### src/rtl/fadc_pkg.sv
package fadc_pkg;
  typedef enum logic [1:0] {
    ST_SEARCH = 2'd0,
    ST_SETTLE = 2'd1,
    ST_LOCKED = 2'd2
  } align_state_t;
endpackage

### src/rtl/fadc_group_timer.sv
// Shared group counter for both lanes; a slip holds it for one cycle.
module fadc_group_timer #(
  parameter int HALF_W = 7
) (
  input  logic clk,
  input  logic rst,
  input  logic slip,
  output logic cap_now,
  output logic grp_stb
);
  localparam int CNT_W = $clog2(HALF_W);
  localparam logic [CNT_W-1:0] LAST = CNT_W'(HALF_W - 1);

  logic [CNT_W-1:0] cnt_q;

  assign cap_now = (cnt_q == LAST) && !slip;

  always_ff @(posedge clk) begin
    if (rst) begin
      cnt_q   <= '0;
      grp_stb <= 1'b0;
    end else begin
      grp_stb <= cap_now;
      if (!slip) cnt_q <= (cnt_q == LAST) ? '0 : cnt_q + 1'b1;
    end
  end
endmodule

### src/rtl/fadc_lane_shifter.sv
// One lane: bit history plus a group register loaded on cap_now (earliest bit = MSB).
module fadc_lane_shifter #(
  parameter int HALF_W = 7
) (
  input  logic              clk,
  input  logic              rst,
  input  logic              bit_in,
  input  logic              cap_now,
  output logic [HALF_W-1:0] grp
);
  logic [HALF_W-2:0] hist_q;

  always_ff @(posedge clk) begin
    if (rst) begin
      hist_q <= '0;
      grp    <= '0;
    end else begin
      hist_q <= {hist_q[HALF_W-3:0], bit_in};
      if (cap_now) grp <= {hist_q, bit_in};
    end
  end
endmodule

### src/rtl/fadc_align_fsm.sv
// Boundary search, lock and unlock decisions from the frame-lane group.
module fadc_align_fsm
  import fadc_pkg::*;
#(
  parameter int HALF_W        = 7,
  parameter int LOCK_GROUPS   = 4,
  parameter int UNLOCK_GROUPS = 4,
  parameter int SETTLE_GROUPS = 2
) (
  input  logic              clk,
  input  logic              rst,
  input  logic              grp_stb,
  input  logic [HALF_W-1:0] frm_grp,
  output logic              slip,
  output logic              aligned,
  output logic              align_err
);
  localparam int RUN_W  = $clog2(LOCK_GROUPS + UNLOCK_GROUPS + 1);
  localparam int SLIP_W = $clog2(HALF_W + 1);
  localparam int SET_W  = $clog2(SETTLE_GROUPS + 1);
  localparam logic [RUN_W-1:0]  LOCK_LAST   = RUN_W'(LOCK_GROUPS - 1);
  localparam logic [RUN_W-1:0]  UNLOCK_LAST = RUN_W'(UNLOCK_GROUPS - 1);
  localparam logic [SLIP_W-1:0] SLIP_LAST   = SLIP_W'(HALF_W - 1);
  localparam logic [SET_W-1:0]  SET_LAST    = SET_W'(SETTLE_GROUPS - 1);

  align_state_t      state_q;
  logic [RUN_W-1:0]  run_q;
  logic [SLIP_W-1:0] slips_q;
  logic [SET_W-1:0]  settle_q;
  logic              marker_ok;

  assign marker_ok = (&frm_grp) | ~(|frm_grp);

  always_ff @(posedge clk) begin
    if (rst) begin
      state_q   <= ST_SEARCH;
      run_q     <= '0;
      slips_q   <= '0;
      settle_q  <= '0;
      slip      <= 1'b0;
      aligned   <= 1'b0;
      align_err <= 1'b0;
    end else begin
      slip <= 1'b0;
      if (grp_stb) begin
        case (state_q)
          ST_SEARCH: begin
            if (marker_ok) begin
              if (run_q == LOCK_LAST) begin
                state_q <= ST_LOCKED;
                aligned <= 1'b1;
                run_q   <= '0;
                slips_q <= '0;
              end else begin
                run_q <= run_q + 1'b1;
              end
            end else begin
              slip     <= 1'b1;
              run_q    <= '0;
              settle_q <= '0;
              state_q  <= ST_SETTLE;
              if (slips_q == SLIP_LAST) begin
                slips_q   <= '0;
                align_err <= 1'b1;
              end else begin
                slips_q <= slips_q + 1'b1;
              end
            end
          end
          ST_SETTLE: begin
            if (settle_q == SET_LAST) state_q <= ST_SEARCH;
            else                      settle_q <= settle_q + 1'b1;
          end
          ST_LOCKED: begin
            if (marker_ok) begin
              run_q <= '0;
            end else if (run_q == UNLOCK_LAST) begin
              state_q <= ST_SEARCH;
              aligned <= 1'b0;
              run_q   <= '0;
              slips_q <= '0;
            end else begin
              run_q <= run_q + 1'b1;
            end
          end
          default: state_q <= ST_SEARCH;
        endcase
      end
    end
  end
endmodule

### src/rtl/fadc_half_joiner.sv
// Joins an upper (frame all ones) and a lower (frame all zeros) data half.
module fadc_half_joiner #(
  parameter int HALF_W = 7
) (
  input  logic                clk,
  input  logic                rst,
  input  logic                grp_stb,
  input  logic                aligned,
  input  logic [HALF_W-1:0]   frm_grp,
  input  logic [HALF_W-1:0]   dat_grp,
  output logic [2*HALF_W-1:0] sample,
  output logic                valid
);
  logic [HALF_W-1:0] upper_q;
  logic              have_upper_q;

  always_ff @(posedge clk) begin
    if (rst) begin
      upper_q      <= '0;
      have_upper_q <= 1'b0;
      sample       <= '0;
      valid        <= 1'b0;
    end else begin
      valid <= 1'b0;
      if (grp_stb && aligned) begin
        if (&frm_grp) begin
          upper_q      <= dat_grp;
          have_upper_q <= 1'b1;
        end else if (~(|frm_grp) && have_upper_q) begin
          sample       <= {upper_q, dat_grp};
          valid        <= 1'b1;
          have_upper_q <= 1'b0;
        end else begin
          have_upper_q <= 1'b0;
        end
      end else if (!aligned) begin
        have_upper_q <= 1'b0;
      end
    end
  end
endmodule

### src/rtl/frame_adc_assembler.sv
module frame_adc_assembler #(
  parameter int SAMPLE_W      = 14,
  parameter int LOCK_GROUPS   = 4,
  parameter int UNLOCK_GROUPS = 4,
  parameter int SETTLE_GROUPS = 2
) (
  input  logic                clk,
  input  logic                rst,
  input  logic                data_bit,
  input  logic                frame_bit,
  output logic [SAMPLE_W-1:0] sample_data,
  output logic                sample_valid,
  output logic                aligned,
  output logic                align_err
);
  localparam int HALF_W   = SAMPLE_W / 2;
  localparam int LANE_DAT = 0;
  localparam int LANE_FRM = 1;

  logic              slip_w;
  logic              cap_now;
  logic              grp_stb;
  logic [1:0]        lane_bit;
  logic [HALF_W-1:0] lane_grp [2];

  assign lane_bit[LANE_DAT] = data_bit;
  assign lane_bit[LANE_FRM] = frame_bit;

  fadc_group_timer #(.HALF_W(HALF_W)) timer_i (
    .clk     (clk),
    .rst     (rst),
    .slip    (slip_w),
    .cap_now (cap_now),
    .grp_stb (grp_stb)
  );

  for (genvar g = 0; g < 2; g++) begin : g_lane
    fadc_lane_shifter #(.HALF_W(HALF_W)) shifter_i (
      .clk     (clk),
      .rst     (rst),
      .bit_in  (lane_bit[g]),
      .cap_now (cap_now),
      .grp     (lane_grp[g])
    );
  end

  fadc_align_fsm #(
    .HALF_W        (HALF_W),
    .LOCK_GROUPS   (LOCK_GROUPS),
    .UNLOCK_GROUPS (UNLOCK_GROUPS),
    .SETTLE_GROUPS (SETTLE_GROUPS)
  ) fsm_i (
    .clk       (clk),
    .rst       (rst),
    .grp_stb   (grp_stb),
    .frm_grp   (lane_grp[LANE_FRM]),
    .slip      (slip_w),
    .aligned   (aligned),
    .align_err (align_err)
  );

  fadc_half_joiner #(.HALF_W(HALF_W)) joiner_i (
    .clk     (clk),
    .rst     (rst),
    .grp_stb (grp_stb),
    .aligned (aligned),
    .frm_grp (lane_grp[LANE_FRM]),
    .dat_grp (lane_grp[LANE_DAT]),
    .sample  (sample_data),
    .valid   (sample_valid)
  );
endmodule

### config.mk
export PLATFORM = sky130hd
export DESIGN_NAME = frame_adc_assembler
export DESIGN_NICKNAME = d
export VERILOG_FILES = /design/src/rtl/fadc_pkg.sv /design/src/rtl/fadc_group_timer.sv /design/src/rtl/fadc_lane_shifter.sv /design/src/rtl/fadc_align_fsm.sv /design/src/rtl/fadc_half_joiner.sv /design/src/rtl/frame_adc_assembler.sv
export SDC_FILE = /design/constraint.sdc
export NUM_CORES = 1
export LEC_CHECK = 0
export ABC_AREA = 1
export BUFFER_PORTS_ARGS = -buffer_cell sky130_fd_sc_hd__buf_2
export CORE_MARGIN = 1.5
export CORE_UTILIZATION = 40
export DETAILED_ROUTE_END_ITERATION = 16
export HOLD_SLACK_MARGIN = 0.1
export PLACE_DENSITY = 0.57
export SYNTH_ARGS = -nofsm -noshare
export SYNTH_HDL_FRONTEND = slang
export SYNTH_SLANG_ARGS = --single-unit
### constraint.sdc
create_clock -name clk -period 2.9 [get_ports clk]
set_clock_uncertainty 0.2 [all_clocks]
set_input_delay 0.29 -clock clk [delete_from_list [all_inputs] [get_ports clk]]
set_output_delay 0.29 -clock clk [all_outputs]
set_load 0.02 [all_outputs]
==> results.cfg, run 1 <==
[critical_path]
r2r-start = g_lane[1].shifter_i.grp[5]$_SDFFE_PP0P_
crit_fanout = 21
reg2regPathDepth = 7
worstSetupPathType = reg -> reg
cp-end-kind = register
cp.required_ns = 2.96
reg2reg_to = joiner_i.sample[9]$_SDFFE_PP0P_
critPathLaunchType = register
r2r_slack_ns = 0.95
arrival_ns = 2.02

[floorplan]
core_area_um2 = 6386
fp-row-count = 29
die_area_um2 = 7149
initial_core_util_pct = 41.65
io_pins = 21
die_w_um = 84.55
dieHeight_um = 84.55

[clock_tree]
cts.clk_slew.worst_paths_ns = 0.07
worstSkewPairLatency_ns = 0.34
root_buffer = clkbuf_8
cts_buffer_depth = 2
cts_tree = yes
cts_resized = 0
cts_made_buffers = 9
cts_hold_buffers = 2
clock-sinks = 67
post_cts_buffers = 0
htreeDepth = 3

[yosys]
synth-seq-area-share_pct = 50.42
yosysUniqueCellTypes = 30
syn_nets = 338
syn_avg_cell_area_um2 = 8.012
async_flop_share_pct = 0
synth_warnings = 0
synthesis.area_um2 = 2660
synth_ff_type = dfxtp_1
synth_edf_count = 0
syn_inst = 332
synth-seq-cells = 67

[timing]
finalWorstSetupSlack_ns = 0.9459
final-hold-violation-count = 0
tightest_slew_ns = 0.8864
holdWs_ns = 0.2307
finalCritPeriodShare_pct = 67.38
finalCriticalPeriod_ns = 1.954
finalSetupViolCount = 0
fin_tns_setup_ns = 0
max_slew_margin_pct = 40.71
slew_violations = 0
rsz0062_at_grt = no
fmax_mhz = 511.7

[global_routing]
antenna_found_initial = 0
grt_pass1_wl_um = 8970
gr-total-overflow = 0
grt_max_degree = 35
first_global_vias = 1931
grtUsageTotal_pct = 15.93

[power_and_ir_drop]
combinationalPowerShare_pct = 3.4
clockPowerShare_pct = 46.5
power.density_nw_per_um2 = 611.3
vdd_ir_drop_max_v = 0.0003502
p_leak_nw = 1.259
switching_share_pct = 22.02
seqPwrFrac_pct = 50.1
power_mw = 1.870
power.net_switching_mw = 0.4118
power.internal_mw = 1.458

[route]
routed_wl_um = 5142
dr.pass1.iters = 4
wl_per_cell_um = 11.74
drc = 0
drtIter0Drc = 160
ant_nets = 0
num_vias = 2095
via_per_inst = 4.783

[layout]
layout-drive-gt1-share_pct = 19.11
multiInputGateArea_um2 = 1084
regArea_um2 = 1341
syn_to_final_growth_pct = 15.00
post-route-util_pct = 47.90
fin_nets = 362
insertedDiodeCount = 0
fillers = 662

[job]
maxCapViolations = 0

[min_path]
hold_path.class = reg -> reg
hold_depth = 2
holdPathEnd = g_lane[0].shifter_i.hist_q[5]$_SDFF_PP0_
worstHoldStart = g_lane[0].shifter_i.hist_q[4]$_SDFF_PP0_

[placement]
place.port_buffers = 20
pre_cts_slack_ns = 0.9567
hpwl_um = 3337
globalplace.congestion = 0.7797

[run_status]
status = finished, final reports clean
flip-flops by register name (all words and copies together) (netlist names):
| name | cells |
|---|---|
| fsm_i.align_err | 1 |
| fsm_i.aligned | 1 |
| fsm_i.run_q | 4 |
| fsm_i.settle_q | 2 |
| fsm_i.slip | 1 |
| fsm_i.slips_q | 3 |
| fsm_i.state_q | 2 |
| g_lane.shifter_i.grp | 14 |
| g_lane.shifter_i.hist_q | 12 |
| joiner_i.have_upper_q | 1 |
| joiner_i.sample | 14 |
| joiner_i.upper_q | 7 |
| joiner_i.valid | 1 |
| timer_i.cnt_q | 3 |
| timer_i.grp_stb | 1 |
final cells by class:
class                      instances  area share, %
tap                               77          3.149
clock inverter                     6          2.904
inverter                          45          5.521
timing repair buffer              25          4.663
multi-input combinational        208          35.42
clock buffer                      10          4.499
sequential                        67          43.84
logic make-up after synthesis:
| family | Yosys count | share of synthesized area [%] |
|---|---|---|
| and+or+nand+nor | 124 | 21.21 |
| adders and majority gates | 2 | 0.9406 |
| AOI/OAI and AO/OA | 81 | 18.25 |
| DFF | 67 | 50.42 |
| buffers and inverters | 57 | 8.843 |
| xor gates and xnor gates | 1 | 0.3293 |
layer usage:
layer  GRT usage, %  vias to the layer above  part of all wire (%)
met1          22.07                      945                    52
li1               -                     1122                     -
met3          6.195                        5                   3.9
met4          5.279                        0                  0.89
met5              0                        -                     0
met2          22.73                       23                    43
how the worst max path moves through the flow:
stage	start	to	slack (ns)
after floorplan	fsm_i.aligned$_SDFFE_PP0P_	joiner_i.sample[0]$_SDFFE_PP0P_	1.45
after global placement	g_lane[1].shifter_i.grp[5]$_SDFFE_PP0P_	joiner_i.sample[1]$_SDFFE_PP0P_	1.04
after CTS	g_lane[1].shifter_i.grp[5]$_SDFFE_PP0P_	joiner_i.sample[9]$_SDFFE_PP0P_	0.95
final	g_lane[1].shifter_i.grp[5]$_SDFFE_PP0P_	joiner_i.sample[9]$_SDFFE_PP0P_	0.95
after global routing	g_lane[1].shifter_i.grp[5]$_SDFFE_PP0P_	joiner_i.sample[9]$_SDFFE_PP0P_	0.77
after detailed placement	g_lane[1].shifter_i.grp[5]$_SDFFE_PP0P_	joiner_i.sample[9]$_SDFFE_PP0P_	0.96
metrics by stage:
step                      cells  instance area [um^2]
after floorplan             332                  2660
after global placement      420                  2813
after detailed placement    420                  2813
after CTS                   438                  3059
after global routing        438                  3059
final                       438                  3059
worst max-delay path, cell delays in order (launching register included):
cell	delay, ns
dfxtp_1	0.33
inv_1	0.05
nand2_1	0.06
nor2_2	0.14
nand2_2	0.10
nor3_4	0.69
nor2_1	0.14
a211oi_2	0.18
power groups by stage:
| stage | Sequential (mW) | Clock (mW) | Combinational, mW |
|---|---|---|---|
| after floorplan | 0.957 | 0 | 0.0486 |
| after global placement | 0.958 | 0 | 0.0621 |
| after detailed placement | 0.958 | 0 | 0.0628 |
| after CTS | 0.937 | 0.893 | 0.0653 |
| after global routing | 0.938 | 0.936 | 0.0741 |
| final | 0.937 | 0.869 | 0.0641 |
cell usage after synthesis (5+ instances only):
| master | n | area share (%) |
|---|---|---|
| dfxtp_1 | 67 | 50 |
| nor2_1 | 58 | 8.2 |
| inv_1 | 41 | 5.8 |
| nand2_1 | 35 | 4.9 |
| a21oi_1 | 33 | 6.2 |
| o21ai_0 | 29 | 5.5 |
| nand3_1 | 9 | 1.7 |
| a211oi_2 | 6 | 2.8 |
| buf_2 | 5 | 0.94 |
| clkbuf_1 | 5 | 0.71 |
| nand2_2 | 5 | 1.2 |
| nand4_1 | 5 | 1.2 |
| nor2_2 | 5 | 1.2 |
placed cells by master (no fill, tap or decap), drive strengths merged:
cell type    count
buf             23
nor2            64
nand4            5
nor3b            1
a21oi           35
clkinvlp         2
bufinv           2
nand2           41
clkinv           2
nor3             2
o21a             1
dfxtp           67
dlygate4sd3      2
ha               2
o211ai           1
inv             45
o21ai           35
nand3           11
a211oi           9
xor2             1
clkbuf          10
Note: power is estimated with default switching activity, not from simulation.
==> run 2: changes to the inputs <==
Settings changed: PLACE_DENSITY 0.57 to 0.59.
Clock period 2.9 ns to 1.6 ns, I/O delays scaled along.
==> run 2 against run 1 <==
  * Clock power increased by 61%
  * Global-route usage increased by 0.42 points
  * Via count increased by 2.5%
  * Sequential share of layout area decreased by 2.4 points
  * Worst hold slack got worse by 0.17 ns
==> results.cfg, run 2 (synthesized netlist as in run 1, its figures left out) <==
[power_and_ir_drop]
power_mw = 3.245
p_leak_nw = 1.353
power.density_nw_per_um2 = 999.4
vdd_ir_drop_max_v = 0.0004760

[timing]
tightest_slew_ns = 0.3106
final-hold-violation-count = 0
finalCriticalPeriod_ns = 1.510
finalCritPeriodShare_pct = 94.37
max_slew_margin_pct = 79.17
finalSetupViolCount = 0
fmax_mhz = 662.3
fin_tns_setup_ns = 0
slew_violations = 0
rsz0062_at_grt = yes

[layout]
insertedDiodeCount = 0
final_cell_mix = dfxtp_1, nor2_1, inv_1
largestRegisters = g_lane.shifter_i.grp (14), joiner_i.sample (14), g_lane.shifter_i.hist_q (12)
syn_to_final_growth_pct = 22.06
fin_nets = 379
final_common_cell = dfxtp_1
fillers = 627
layout-drive-gt1-share_pct = 22.49
instances_no_fill = 455
final_area_um2 = 3247

[critical_path]
cpLargestDelayFamily = compound AO/OA/AOI/OAI gates
cp.buffers_inverters = 1
cp_cell_sequence = inv_1 > ha_1 > a211oi_1 > nand2_1 > o21ai_1 > a21oi_1
arrival_ns = 1.54
cp-end-kind = register
slowest_delay_ns = 0.33
r2r_slack_ns = 0.09
cp.required_ns = 1.63
crit_fanout = 3
worstSetupPathType = reg -> reg
crit_slowest_cell = a211oi_1
critPathLaunchType = register

[placement]
hpwl_um = 3418
dpl_cell_area_um2 = 2895
globalplace.congestion = 0.8384
dp.cells = 426
place.port_buffers = 20

[floorplan]
dieHeight_um = 84.55
initial_core_util_pct = 41.65
die_area_um2 = 7149
io_pins = 21
core_area_um2 = 6386
die_w_um = 84.55
fp-row-count = 29

[global_routing]
grtUsageTotal_pct = 16.35
grt_max_degree = 34
gr-total-overflow = 0
first_global_vias = 2029
grt_pass1_wl_um = 9197
antenna_found_initial = 0

[clock_tree]
htreeDepth = 3
cts_made_buffers = 9
clock-sinks = 67
root_buffer = clkbuf_8
worstSkewPairLatency_ns = 0.34
cts_tree = yes
cts.clk_slew.worst_paths_ns = 0.07
cts_buffer_depth = 2

[route]
wl_per_cell_um = 11.58
drc = 0
via_per_inst = 4.721
ant_nets = 0
drtIter0Drc = 104
dr.pass1.iters = 5
num_vias = 2148
routed_wl_um = 5268

[job]
maxCapViolations = 0

[run_status]
status = finished, final reports clean

[min_path]
hold_path.class = in -> reg
[run 2: changes by cell type in the layout (fill, tap and decap cells not counted), sizes merged]
cell         previous run  this run
buf                    23        33
dlygate4sd3             2         9
bufinv                  2         1
inv                    45        46
[run 2: tightest hold or removal path, cell delays in order]
cell	delay (ns)
buf_2	0.12
buf_12	0.14
nor2_1	0.05
nand2_1	0.05
inv_1	0.03
[run 2: through the flow]
stage	hold WS, ns	setup slack, ns	util (%)
finish	0.05727	0.09014	50.84
global route	0.1197	-0.02179	50.84
CTS	0.2357	0.007259	50.22
detailed placement	0.1908	0.01589	45.34
global placement	0.1839	0.08329	45.34
floorplan	0.08523	0.1459	-
[run 2: routing by layer]
metal	vias up	global-route usage, %	share of wire [%]
li1	1156	-	-
met1	955	22.60	52
met2	27	23.38	43
met3	10	3.638	2.6
met4	0	9.531	2.2
met5	-	0	0
[run 2: final cells by class]
cell class	count	area [um^2]	area share [%]
Clock inverter	6	63.81	1.965
Sequential cell	67	1345	41.43
Multi-Input combinational cell	208	1094	33.68
Tap cell	77	96.34	2.967
Inverter	45	168.9	5.202
Clock buffer	10	137.6	4.239
Timing Repair Buffer	42	341.6	10.52
[run 2: path summary, 6_finish.rpt]
| path | startpoint | endpoint | cells past startpoint |
|---|---|---|---|
| max reg2reg | fsm_i.settle_q[1]$_SDFFE_PP0P_ | fsm_i.settle_q[1]$_SDFFE_PP0P_ | 6 |
| min | rst | fsm_i.run_q[1]$_SDFFE_PP0P_ | 5 |
| max | fsm_i.settle_q[1]$_SDFFE_PP0P_ | fsm_i.settle_q[1]$_SDFFE_PP0P_ | 6 |
| min reg2reg | g_lane[1].shifter_i.hist_q[4]$_SDFF_PP0_ | g_lane[1].shifter_i.hist_q[5]$_SDFF_PP0_ | 2 |
[run 2: what timing repair did]
action,4_1_cts,5_1_grt
buffers inserted,0,3
endpoints found under the setup margin,0,22
gates resized for setup,0,9
hold buffers,10,1
hold endpoints to repair,33,1
[run 2: power by group]
group / internal, mW / switching (mW) / leakage, nW
Sequential: 1.69 / 0.0133 / 0.543
Clock: 0.761 / 0.638 / 0.0987
Combinational: 0.0603 / 0.0854 / 0.712
